===== src/rtl/rdbus_pkg.sv =====
package rdbus_pkg;

    localparam int unsigned ADDR_W_DEF = 16;
    localparam int unsigned DATA_W_DEF = 32;
    localparam int unsigned CNT_W_DEF  = 8;

    // Master sequence: idle, address, wait, get-data, done
    typedef enum logic [2:0] {
        M_IDLE = 3'd0,
        M_ADDR = 3'd1,
        M_WAIT = 3'd2,
        M_GETD = 3'd3,
        M_DONE = 3'd4
    } mst_state_e;

    // Responder sequence: address (listening), wait, send-data, release-ack
    typedef enum logic [1:0] {
        D_ADDR = 2'd0,
        D_WAIT = 2'd1,
        D_SEND = 2'd2,
        D_REL  = 2'd3
    } dev_state_e;

    // True when x is a nonzero power of two
    function automatic bit is_pow2(input longint unsigned x);
        return (x != 0) && ((x & (x - 1)) == 0);
    endfunction

endpackage


===== src/rtl/rdbus_master.sv =====
module rdbus_master
    import rdbus_pkg::*;
#(
    parameter int unsigned ADDR_W = ADDR_W_DEF,
    parameter int unsigned DATA_W = DATA_W_DEF,
    parameter int unsigned CNT_W  = CNT_W_DEF
) (
    input  logic              clk,
    input  logic              rst,
    input  logic [CNT_W-1:0]  cfg_timeout,
    input  logic              req_valid,
    input  logic [ADDR_W-1:0] req_addr,
    output logic              req_ready,
    output logic              bus_enq,
    output logic              bus_rw_n,
    output logic [ADDR_W-1:0] bus_addr,
    input  logic              bus_ack,
    input  logic [DATA_W-1:0] bus_data,
    output logic              rsp_valid,
    output logic [DATA_W-1:0] rsp_data,
    output logic              rsp_err
);

    mst_state_e        st_q, st_d;
    logic [ADDR_W-1:0] addr_q;
    logic [DATA_W-1:0] data_q;
    logic [CNT_W-1:0]  tcnt_q;
    logic              err_q;
    logic              accept;
    logic              tmo_hit;
    logic              abort;

    assign req_ready = (st_q == M_IDLE) && !bus_enq && !bus_ack;
    assign accept    = req_valid && req_ready;
    assign tmo_hit   = ({1'b0, tcnt_q} + 1'b1) >= {1'b0, cfg_timeout};
    assign abort     = (st_q == M_WAIT) && !bus_ack && tmo_hit;

    always_comb begin
        st_d = st_q;
        unique case (st_q)
            M_IDLE: if (accept) st_d = M_ADDR;
            M_ADDR: st_d = M_WAIT;
            M_WAIT: begin
                if (bus_ack)      st_d = M_GETD;
                else if (tmo_hit) st_d = M_IDLE;
            end
            M_GETD: if (!bus_ack) st_d = M_DONE;
            M_DONE: st_d = M_IDLE;
            default: st_d = M_IDLE;
        endcase
    end

    always_ff @(posedge clk) begin
        if (rst) begin
            st_q   <= M_IDLE;
            addr_q <= '0;
            data_q <= '0;
            tcnt_q <= '0;
            err_q  <= 1'b0;
        end else begin
            st_q  <= st_d;
            err_q <= abort;
            if (accept) addr_q <= req_addr;
            if (st_q == M_ADDR)      tcnt_q <= '0;
            else if (st_q == M_WAIT) tcnt_q <= tcnt_q + 1'b1;
            if ((st_q == M_WAIT) && bus_ack) data_q <= bus_data;
        end
    end

    assign bus_enq   = (st_q == M_ADDR) || (st_q == M_WAIT) || (st_q == M_GETD);
    assign bus_rw_n  = 1'b1;
    assign bus_addr  = addr_q;
    assign rsp_valid = (st_q == M_DONE);
    assign rsp_data  = data_q;
    assign rsp_err   = err_q;

    // enquiry only starts on a quiet bus
    a_r1_enq_on_quiet_bus: assert property (@(posedge clk) disable iff (rst)
        $rose(bus_enq) |-> !$past(bus_ack));

    // enquiry released only once acknowledge is low
    a_r7_enq_after_ack: assert property (@(posedge clk) disable iff (rst)
        $fell(bus_enq) |-> !$past(bus_ack));

    // error is a single-cycle pulse
    a_r8_err_pulse: assert property (@(posedge clk) disable iff (rst)
        rsp_err |=> !rsp_err);

    // after an abort the enquiry is already released
    a_r8_err_enq_low: assert property (@(posedge clk) disable iff (rst)
        rsp_err |-> !bus_enq);

    // response pulse is single-cycle
    a_r6_valid_pulse: assert property (@(posedge clk) disable iff (rst)
        rsp_valid |=> !rsp_valid);

endmodule


===== src/rtl/rdbus_responder.sv =====
module rdbus_responder
    import rdbus_pkg::*;
#(
    parameter int unsigned ADDR_W   = ADDR_W_DEF,
    parameter int unsigned DATA_W   = DATA_W_DEF,
    parameter int unsigned CNT_W    = CNT_W_DEF,
    parameter logic [ADDR_W-1:0] WIN_BASE = 16'h1000,
    parameter int unsigned WIN_SIZE = 256
) (
    input  logic              clk,
    input  logic              rst,
    input  logic [CNT_W-1:0]  cfg_wait,
    input  logic              bus_enq,
    input  logic              bus_rw_n,
    input  logic [ADDR_W-1:0] bus_addr,
    output logic              bus_ack,
    output logic [DATA_W-1:0] bus_data
);

    localparam bit USE_MASK = is_pow2(longint'(WIN_SIZE)) &&
                              ((longint'(WIN_BASE) % longint'(WIN_SIZE)) == 0);
    localparam logic [ADDR_W:0] WIN_END = {1'b0, WIN_BASE} + (ADDR_W+1)'(WIN_SIZE);

    dev_state_e        st_q, st_d;
    logic [CNT_W-1:0]  wcnt_q;
    logic [DATA_W-1:0] dat_q;
    logic              hit;
    logic              go_send;

    generate
        if (USE_MASK) begin : g_mask
            localparam logic [ADDR_W-1:0] HI_MASK = ~(ADDR_W'(WIN_SIZE - 1));
            assign hit = (bus_addr & HI_MASK) == WIN_BASE;
        end else begin : g_range
            assign hit = ({1'b0, bus_addr} >= {1'b0, WIN_BASE}) &&
                         ({1'b0, bus_addr} < WIN_END);
        end
    endgenerate

    function automatic logic [DATA_W-1:0] reply_word(input logic [ADDR_W-1:0] a);
        return ~(DATA_W'(a));
    endfunction

    always_comb begin
        st_d = st_q;
        unique case (st_q)
            D_ADDR: if (bus_enq && bus_rw_n && hit)
                        st_d = (cfg_wait == '0) ? D_SEND : D_WAIT;
            D_WAIT: begin
                if (!bus_enq)             st_d = D_ADDR;
                else if (wcnt_q == 1'b1)  st_d = D_SEND;
            end
            D_SEND: st_d = D_REL;
            D_REL:  if (!bus_enq) st_d = D_ADDR;
            default: st_d = D_ADDR;
        endcase
    end

    assign go_send = (st_d == D_SEND) && (st_q != D_SEND);

    always_ff @(posedge clk) begin
        if (rst) begin
            st_q   <= D_ADDR;
            wcnt_q <= '0;
            dat_q  <= '0;
        end else begin
            st_q <= st_d;
            if (st_q == D_ADDR)      wcnt_q <= cfg_wait;
            else if (st_q == D_WAIT) wcnt_q <= wcnt_q - 1'b1;
            if (go_send) dat_q <= reply_word(bus_addr);
        end
    end

    assign bus_ack  = (st_q == D_SEND);
    assign bus_data = bus_ack ? dat_q : '0;

    // acknowledge only for addresses inside the window
    a_r3_ack_in_window: assert property (@(posedge clk) disable iff (rst)
        $rose(bus_ack) |-> hit);

    // acknowledge only follows a live enquiry
    a_r4_ack_needs_enq: assert property (@(posedge clk) disable iff (rst)
        $rose(bus_ack) |-> $past(bus_enq));

    // acknowledge lasts one cycle
    a_r5_ack_one_cycle: assert property (@(posedge clk) disable iff (rst)
        bus_ack |=> !bus_ack);

    // responder only ever serves reads
    a_r2_read_only: assert property (@(posedge clk) disable iff (rst)
        $rose(bus_ack) |-> $past(bus_rw_n));

endmodule


===== src/rtl/rdbus_read_ctrl.sv =====
module rdbus_read_ctrl
    import rdbus_pkg::*;
#(
    parameter int unsigned ADDR_W   = ADDR_W_DEF,
    parameter int unsigned DATA_W   = DATA_W_DEF,
    parameter int unsigned CNT_W    = CNT_W_DEF,
    parameter logic [ADDR_W-1:0] WIN_BASE = 16'h1000,
    parameter int unsigned WIN_SIZE = 256
) (
    input  logic              clk,
    input  logic              rst,
    input  logic [CNT_W-1:0]  cfg_wait,
    input  logic [CNT_W-1:0]  cfg_timeout,
    input  logic              req_valid,
    input  logic [ADDR_W-1:0] req_addr,
    output logic              req_ready,
    output logic              rsp_valid,
    output logic [DATA_W-1:0] rsp_data,
    output logic              rsp_err,
    output logic              bus_enq,
    output logic              bus_rw_n,
    output logic [ADDR_W-1:0] bus_addr,
    output logic              bus_ack,
    output logic [DATA_W-1:0] bus_data
);

    rdbus_master #(
        .ADDR_W (ADDR_W),
        .DATA_W (DATA_W),
        .CNT_W  (CNT_W)
    ) u_mst (
        .clk         (clk),
        .rst         (rst),
        .cfg_timeout (cfg_timeout),
        .req_valid   (req_valid),
        .req_addr    (req_addr),
        .req_ready   (req_ready),
        .bus_enq     (bus_enq),
        .bus_rw_n    (bus_rw_n),
        .bus_addr    (bus_addr),
        .bus_ack     (bus_ack),
        .bus_data    (bus_data),
        .rsp_valid   (rsp_valid),
        .rsp_data    (rsp_data),
        .rsp_err     (rsp_err)
    );

    rdbus_responder #(
        .ADDR_W   (ADDR_W),
        .DATA_W   (DATA_W),
        .CNT_W    (CNT_W),
        .WIN_BASE (WIN_BASE),
        .WIN_SIZE (WIN_SIZE)
    ) u_dev (
        .clk      (clk),
        .rst      (rst),
        .cfg_wait (cfg_wait),
        .bus_enq  (bus_enq),
        .bus_rw_n (bus_rw_n),
        .bus_addr (bus_addr),
        .bus_ack  (bus_ack),
        .bus_data (bus_data)
    );

endmodule


===== config.mk =====
export PLATFORM = sky130hd
export DESIGN_NAME = rdbus_read_ctrl
export DESIGN_NICKNAME = d
export VERILOG_FILES = /design/src/rtl/rdbus_pkg.sv /design/src/rtl/rdbus_master.sv /design/src/rtl/rdbus_responder.sv /design/src/rtl/rdbus_read_ctrl.sv
export SDC_FILE = /design/constraint.sdc
export NUM_CORES = 1
export LEC_CHECK = 0
export BUFFER_PORTS_ARGS = -buffer_cell sky130_fd_sc_hd__buf_2
export CAP_MARGIN = 20
export CORE_ASPECT_RATIO = 0.6
export CORE_MARGIN = 3
export CORE_UTILIZATION = 30
export CTS_BUF_LIST = sky130_fd_sc_hd__clkbuf_4 sky130_fd_sc_hd__clkbuf_8
export DETAILED_ROUTE_END_ITERATION = 12
export RECOVER_POWER = 25
export SLEW_MARGIN = 20
export SYNTH_ARGS = -nofsm -noshare
export SYNTH_HDL_FRONTEND = slang
export SYNTH_SLANG_ARGS = --single-unit

===== constraint.sdc =====
create_clock -name clk -period 5.5 [get_ports clk]
set_clock_uncertainty 0.2 [all_clocks]
set_input_delay 1.1 -clock clk [delete_from_list [all_inputs] [get_ports clk]]
set_output_delay 1.1 -clock clk [all_outputs]
set_load 0.03 [all_outputs]

== After elaboration in Yosys (flattened, before gate mapping) ==
Cells that the tools add are included.

* $lt $le $gt $ge: 1
* Eq/ne operators: 14
* Bitwise gates (word level): 1
* Reduce and logical (&&, ||, !) cells: 18
* $add $sub $neg: 3
* Multiplexer cells: 14

{| class="wikitable"
|+ Operators with widths
! operator !! count
|-
| $mux W32 || 1
|-
| $not A16 Y32 || 1
|-
| $mux W8 || 2
|-
| $mux W3 || 4
|-
| $pmux W3 S4 || 1
|-
| $mux W2 || 5
|-
| $add A8 B1 Y9 const B || 1
|-
| $ge A9 B8 Y1 || 1
|-
| $add A8 B1 Y8 const B || 1
|-
| $eq A8 B1 Y1 const B || 1
|-
| $eq A8 B5 Y1 const B || 1
|-
| $logic_and A1 B1 Y1 || 8
|-
| $logic_not A8 Y1 || 1
|-
| $pmux W2 S4 || 1
|-
| $sub A8 B1 Y8 const B || 1
|-
| $eq A2 B2 Y1 const B || 3
|-
| $eq A3 B2 Y1 const B || 2
|-
| $ne A2 B2 Y1 const B || 2
|-
| $eq A3 B1 Y1 const B || 1
|-
| $eq A3 B3 Y1 const B || 1
|-
| $logic_not A3 Y1 || 1
|-
| $ne A3 B1 Y1 const B || 1
|-
| $reduce_and A3 Y1 || 1
|-
| $eq A2 B1 Y1 const B || 1
|-
| 6 further kinds || 8
|}

* Word-level logic and storage cells: 59
* Register bits after elaboration: 102
* Bits of input ports: 35
* Output and inout bits: 86

== Depth between registers and ports, before layout ==
Gate-level depths: netlist of the first run.

* Depth in word-level cells: 9
* Depth in mapped cells: 11
* Mapped depth without buffers: 10

== Cells and area by module ==
From an unflattened synthesis of the first run, not the netlist that was laid out.

* Cells, all modules: 498
* Area, all modules: 4154.0 µm²

{| class="wikitable"
|+ By module, submodules not included
! module !! times used !! area an instance (µm²) !! cells each !! seq. area each (µm²)
|-
| rdbus_master || 1 || 2506.2 || 309 || 1201.2
|-
| rdbus_responder || 1 || 1647.8 || 189 || 540.5
|}

== Worst setup path before layout of the first run ==
No wires, ideal clock.

* Path type: register to output
* Start point: register u_dev.st_q[1]
* End point: output bus_data[17]
* Required time: 4.200 ns
* Slack: 2.506 ns
* Cell stages (with the launch flop): 6
* Path buffers: 3
* Arrival time: 1.694 ns
* Path through: dfxtp_1 -> nor2b_1 -> clkbuf_1 -> clkbuf_1 -> and2_1 -> buf_4

* Longest elaborated chain between the ends: 2

{| class="wikitable"
|+ RTL lines
! item !! RTL line !! text
|-
| start: declaration || rdbus_responder.sv:24 || <nowiki>dev_state_e st_q, st_d;</nowiki>
|-
| start signal: assignment || rdbus_responder.sv:67 || <nowiki>st_q <= st_d;</nowiki>
|-
| $eq A2 B2 Y1 || rdbus_responder.sv:74 || <nowiki>assign bus_ack = (st_q == D_SEND);</nowiki>
|-
| $mux W32 || rdbus_responder.sv:75 || <nowiki>assign bus_data = bus_ack ? dat_q : '0;</nowiki>
|-
| end: declaration || rdbus_read_ctrl.sv:24 || <nowiki>output logic [DATA_W-1:0] bus_data</nowiki>
|}

Every way passes these cells.

== Worst setup path after layout of the first run ==
* Start point: input rst
* End point: register u_mst.tcnt_q[5]

* Longest elaborated chain between the ends: 1

{| class="wikitable"
|+ RTL lines
! item !! RTL line !! text
|-
| start: declaration || rdbus_read_ctrl.sv:11 || <nowiki>input logic rst,</nowiki>
|-
| $reduce_or A2 Y1 (no line) || - ||
|-
| end signal: assignment || rdbus_master.sv:65 || <nowiki>else if (st_q == M_WAIT) tcnt_q <= tcnt_q + 1'b1;</nowiki>
|-
| end: declaration || rdbus_master.sv:27 || <nowiki>logic [CNT_W-1:0] tcnt_q;</nowiki>
|}

Every way passes these cells.
A chain may end at the register's enable or synchronous reset.

==> flow_metrics.env, run 1 <==
export IMPL_detailed_place_area_um2=4100
export IMPL_first_pass_iters=4
export IMPL_post_cts_resized_instances=0
export IMPL_dp_slack_ns=1.82
export IMPL_ys_top_cells_by_area="dfxtp_1 40%, nand2_1 8.6%, buf_4 6.6%"
export IMPL_critPathLaunchType="primary input"
export IMPL_arrival_ns=4.02
export IMPL_setup_total_negative_slack_ns=0
export IMPL_drtIter0Drc=224
export IMPL_final_seq_area_um2=1440
export IMPL_fp_row_count=30
export IMPL_clock_fmax_mhz=250
export IMPL_yosys_most_used_dff="dfxtp_1"
export IMPL_setup_worst_path_end_class="flip-flop"
export IMPL_relSlewSlack_pct=-108
export IMPL_worst_ir_drop_vdd_mv=0.172
export IMPL_number_of_enable_type_register_cells_in_the_synthesized_netlist=0
export IMPL_yosysUniqueCellTypes=50
export IMPL_totalWireLength_mm=10.2
export IMPL_first_global_vias=3098
export IMPL_h_tree_depth=3
export IMPL_tritoncts_num_buffers=9
export IMPL_post_synth_instance_area_um2=3640
export IMPL_die_w_um=148
export IMPL_yosys_warnings=0
export IMPL_unrepaired_setup_endpoints_after_global_routing="no"
export IMPL_gp_congestion=0.769
export IMPL_drv_slew=66
export IMPL_grt_overflow_total=0
export IMPL_design_area_um2=4300
export IMPL_portBuffers=119
export IMPL_synth_top_cell_area_share_pct=39.6
export IMPL_antenna_found_initial=0
export IMPL_clock_insertion_delay_worst_skew_ns=0.36
export IMPL_start_util_pct=31.5
export IMPL_register_bit_count_reported_by_yosys=72
export IMPL_synth_commonest_cells="83 x nand2_1, 72 x dfxtp_1, 44 x nor2_1, 42 x a21oi_1, 32 x buf_4"
export IMPL_cp_data_required_time_ns=5.52
export IMPL_cap_violations=1
export IMPL_placeableCoreArea_um2=11600
export IMPL_synth_largest_area_cell="dfxtp_1"
export IMPL_path_max_fanout=65
export IMPL_ioPinCount=121
export IMPL_die_area_um2=13500
export IMPL_post_drt_wl_per_cell_um=14.9
export IMPL_place_detailed_hpwl_mm=7.51
export IMPL_detail_route_drc_violations=0
export IMPL_timing_final_setup_violations=0
export IMPL_synth_cells=442
export IMPL_syn_mean_instance_area_um2=8.23
export IMPL_yosysMostFrequentCell="nand2_1"
export IMPL_final_nets=562
export IMPL_postCtsSetupRepairBufs=0
export IMPL_placed_cells=665
export IMPL_drt_vias_per_instance=4.73
export IMPL_timing_final_hold_violations=0
export IMPL_multi_input_area_um2=1790
export IMPL_run_status="complete, but fails checks"
export IMPL_sequential_area_share_after_synthesis_pct=39.6
export IMPL_filler_cell_count=1222
export IMPL_layout_drive_gt1_share_pct=25.7
export IMPL_timing_final_crit_share_pct=72.7
export IMPL_die_y_extent_um=91.3
export IMPL_synth_async_reset_ratio_pct=0
export IMPL_leakage_uw=0.00182
export IMPL_clock_sinks=72
export IMPL_finalCriticalPeriod_ns=4.00
export IMPL_tightest_slew_ns=3.11
export IMPL_synthToLayoutAreaGrowth_pct=18.3
export IMPL_stdcell_count=681
export IMPL_cts_root_buffer_cell="clkbuf_8"
export IMPL_route_vias_total=3219
export IMPL_clk_pin_slew_ns=0.07
export IMPL_synth_nets=488
export IMPL_min_delay_path_class="reg2reg"
export IMPL_antenna_left=0
export IMPL_cts_tree="yes"
export IMPL_antenna_diode_count=0
export IMPL_cts_hold_buffers_added=0
export IMPL_grt_pass1_wl_mm=16.3
export IMPL_groute_usage_overall_pct=15.3
export IMPL_failed_checks="capacitance limit, slew limit"
export IMPL_grt_max_degree=66
export IMPL_max_clock_path_buffers=2
export IMPL_pwr_density_cell_nw_per_um2=407
export IMPL_setup_worst_path_class="in2reg"
export IMPL_fin_ws_ns=1.50
through the flow:
stage / power (µW) / utilization (%) / hold slack (ns)
2_1_floorplan: 1090 / - / 0.240
3_3_place_gp: 1240 / 35.5 / 0.242
3_5_place_dp: 1260 / 35.5 / 0.246
4_1_cts: 1770 / 37.5 / 0.257
5_1_grt: 1870 / 37.2 / 0.282
6_report: 1750 / 37.2 / 0.257
sequential cells by signal, indices dropped and copies added (netlist names):
signal,cells
u_mst.rsp_data,17
u_mst.tcnt_q,8
u_dev.wcnt_q,8
u_dev.dat_q,17
u_dev.st_q,2
u_mst.bus_addr,16
u_mst.rsp_err,1
u_mst.st_q,3
kinds of logic (layout without fill, tap and decap cells):
kind of cell             Yosys count  in the layout  share of synthesized area, %
XOR/XNOR                          13             13                          3.13
AO/OA/AOI/OAI                     86             86                          17.3
flip-flops                        72             72                          39.6
adder cells (fa/ha/maj)           11             11                          3.78
other                              1              1                         0.103
multiplexers                       1              1                         0.275
buffers and inverters             71            150                          11.1
AND/OR/NAND/NOR                  187            187                          24.7
path summary, 6_finish.rpt:
kind,start,to,cells after the start,slack (ns)
max,rst,u_mst.tcnt_q[5],4,1.50
min,u_mst.rsp_data[0],u_mst.rsp_data[0],2,0.26
max reg2reg,u_mst.tcnt_q[0],u_mst.st_q[1],10,2.53
min reg2reg,u_mst.rsp_data[0],u_mst.rsp_data[0],2,0.26
metal layers:
| layer | share of wire [%] | wire length [µm] | up-vias | global-route usage, % |
|---|---|---|---|---|
| li1 | - | - | 1625 | - |
| met1 | 50 | 5080 | 1481 | 22.1 |
| met2 | 42 | 4260 | 101 | 21.0 |
| met3 | 6.7 | 682 | 12 | 4.79 |
| met4 | 1.4 | 141 | 0 | 5.69 |
| met5 | 0 | 0 | - | 0 |
cells in the final DEF, fill, tap and decap left out, drive strengths merged, types with 3 or more instances in the layout:
master	n
nor4	5
bufinv	3
dfxtp	72
o22ai	3
nand4	5
nor2	45
xnor2	4
nand2	84
buf	96
o21ai	3
a21oi	42
and2	20
inv	12
ha	11
clkbuf	36
nor2b	3
and3	3
xor2	9
nor4b	5
nand3	6
nor3	4
a221oi	21
critical path, cell delays in order:
cell      delay (ns)
buf_2           0.07
clkbuf_1        2.18
o21bai_1        0.52
nor2_1          0.11
report_power, final:
group,internal (µW),leakage (µW),switching [µW],total (µW)
clock network,305,0.000120,204,508
registers,590,0.000585,118,708
logic,183,0.00112,353,536
total,1080,0.00182,675,1750
cell type report:
cell class                      instances  area share [%]
Clock buffer                           10            3.05
Multi-Input combinational cell        299            41.7
Clock inverter                          6            2.50
Sequential cell                        72            33.5
Inverter                               12            1.05
Tap cell                              160            4.65
Timing Repair Buffer                  122            13.6
Power figures use the tool's default switching activity.
==> run 2, diff against run 1 <==
==> constraint.sdc (replaced) <==
create_clock -name clk -period 3.7 [get_ports clk]
set_clock_uncertainty 0.2 [all_clocks]
set_input_delay 0.74 -clock clk [delete_from_list [all_inputs] [get_ports clk]]
set_output_delay 0.74 -clock clk [all_outputs]
set_load 0.03 [all_outputs]
==> run 2 against run 1 <==
Compared with the run above:
- the run still ends with capacitance limit, slew limit left
- non-clock buffer count grew 1
- wire length shrank 1.0%
- cell count grew 0.15%
- clock power grew 45%
==> flow_metrics.env, run 2 (synthesis results as in run 1) <==
export IMPL_setup_worst_path_class="reg2out"
export IMPL_die_area_um2=13500
export IMPL_cap_violations=1
export IMPL_post_drt_wl_per_cell_um=14.8
export IMPL_layout_drive_gt1_share_pct=25.7
export IMPL_critPathLaunchType="flip-flop"
export IMPL_final_nets=563
export IMPL_path_max_fanout=20
export IMPL_clk_pin_slew_ns=0.07
export IMPL_fp_row_count=30
export IMPL_run_status="complete, but fails checks"
export IMPL_first_global_vias=3077
export IMPL_layout_cells_most_common="buf_2"
export IMPL_route_vias_total=3229
export IMPL_drtIter0Drc=253
export IMPL_r2r_cells=10
export IMPL_ioPinCount=121
export IMPL_drt_vias_per_instance=4.73
export IMPL_place_detailed_hpwl_mm=7.61
export IMPL_power_uw=2580
export IMPL_grt_max_degree=38
export IMPL_arrival_ns=2.25
export IMPL_h_tree_depth=3
export IMPL_totalWireLength_mm=10.1
export IMPL_max_clock_path_buffers=2
export IMPL_cp_data_required_time_ns=2.76
export IMPL_dp_slack_ns=0.844
export IMPL_timing_final_crit_share_pct=86.2
export IMPL_detail_route_drc_violations=0
export IMPL_clock_insertion_delay_worst_skew_ns=0.34
export IMPL_clock_sinks=72
export IMPL_worst_r2r_setup_slack_ns=0.82
export IMPL_tightest_slew_ns=1.78
export IMPL_clock_fmax_mhz=313
export IMPL_post_cts_resized_instances=0
export IMPL_antenna_found_initial=0
export IMPL_drv_slew=38
export IMPL_unrepaired_setup_endpoints_after_global_routing="no"
export IMPL_groute_usage_overall_pct=14.8
export IMPL_setup_total_negative_slack_ns=0
export IMPL_min_delay_path_depth=2
export IMPL_first_pass_iters=4
export IMPL_die_w_um=148
export IMPL_tritoncts_num_buffers=9
export IMPL_timing_final_setup_violations=0
export IMPL_timing_final_hold_violations=0
export IMPL_placed_cells=666
export IMPL_gp_congestion=0.811
export IMPL_fin_ws_ns=0.509
export IMPL_portBuffers=119
export IMPL_layout_common_cells="92 x buf_2, 83 x nand2_1, 72 x dfxtp_1"
export IMPL_relSlewSlack_pct=-18.8
export IMPL_cts_root_buffer_cell="clkbuf_8"
export IMPL_antenna_diode_count=0
export IMPL_min_delay_path_class="reg2reg"
export IMPL_placeableCoreArea_um2=11600
export IMPL_cts_hold_buffers_added=0
export IMPL_failed_checks="capacitance limit, slew limit"
export IMPL_setup_worst_path_end_class="output pin"
export IMPL_finalCriticalPeriod_ns=3.19
export IMPL_finish_utilization_pct=37.3
export IMPL_cts_tree="yes"
export IMPL_synthToLayoutAreaGrowth_pct=18.6
export IMPL_leakage_uw=0.00183
export IMPL_worst_ir_drop_vdd_mv=0.211
export IMPL_antenna_left=0
export IMPL_start_util_pct=31.5
export IMPL_stdcell_count=682
export IMPL_pwr_density_cell_nw_per_um2=599
export IMPL_postCtsSetupRepairBufs=0
export IMPL_die_y_extent_um=91.3
export IMPL_grt_overflow_total=0
export IMPL_grt_pass1_wl_mm=16.1
==> run 2: cell types whose count changed in the layout (fill, tap and decap cells not counted) <==
| cell | previous run | this run |
|---|---|---|
| buf_2 | 94 | 92 |
| clkinvlp_4 | 1 | 0 |
| clkbuf_8 | 9 | 12 |
| clkbuf_1 | 26 | 27 |
| clkbuf_4 | 1 | 2 |
| buf_4 | 2 | 4 |
| clkinv_2 | 2 | 0 |
| bufinv_16 | 3 | 2 |
==> run 2: final timing paths <==
path	from	end
worst max-delay path	u_dev.st_q[1]	bus_data[25]
worst min-delay path	u_mst.rsp_data[8]	u_mst.rsp_data[8]
worst max register to register	u_mst.tcnt_q[0]	u_mst.st_q[1]
worst min register to register	u_mst.rsp_data[8]	u_mst.rsp_data[8]
==> run 2: metrics by stage <==
| stage | instance area (µm²) | hold WS (ns) |
|---|---|---|
| CTS | 4350 | 0.262 |
| detailed placement | 4110 | 0.252 |
| floorplan | 3640 | 0.240 |
| global route | 4310 | 0.276 |
| finish | 4310 | 0.262 |
| global placement | 4110 | 0.244 |
==> run 2: critical path, stage by stage (launching register included) <==
cell and delay, ns:
dfxtp_1 0.75, nor2b_2 0.43, and2_1 0.44, buf_2 0.29
==> run 2: per-layer routing <==
metal  track usage, %  share of wire (%)
met2             21.1                 42
met1             22.1                 49
met4             3.15               0.37
met3             4.09                8.0
met5                0                  0
==> run 2: report_power, final <==
group	switching, µW	internal [µW]
Sequential	176	876
Clock	285	451
Combinational	524	272
==> run 2: layout make-up <==
cell class / count / area [µm²]
Clock inverter: 2 / 60.1
Tap cell: 160 / 200
Fill cell: 1243 / 7250
Inverter: 12 / 45.0
Sequential cell: 72 / 1440
Clock buffer: 14 / 180
Timing Repair Buffer: 123 / 592
Multi-Input combinational cell: 299 / 1790
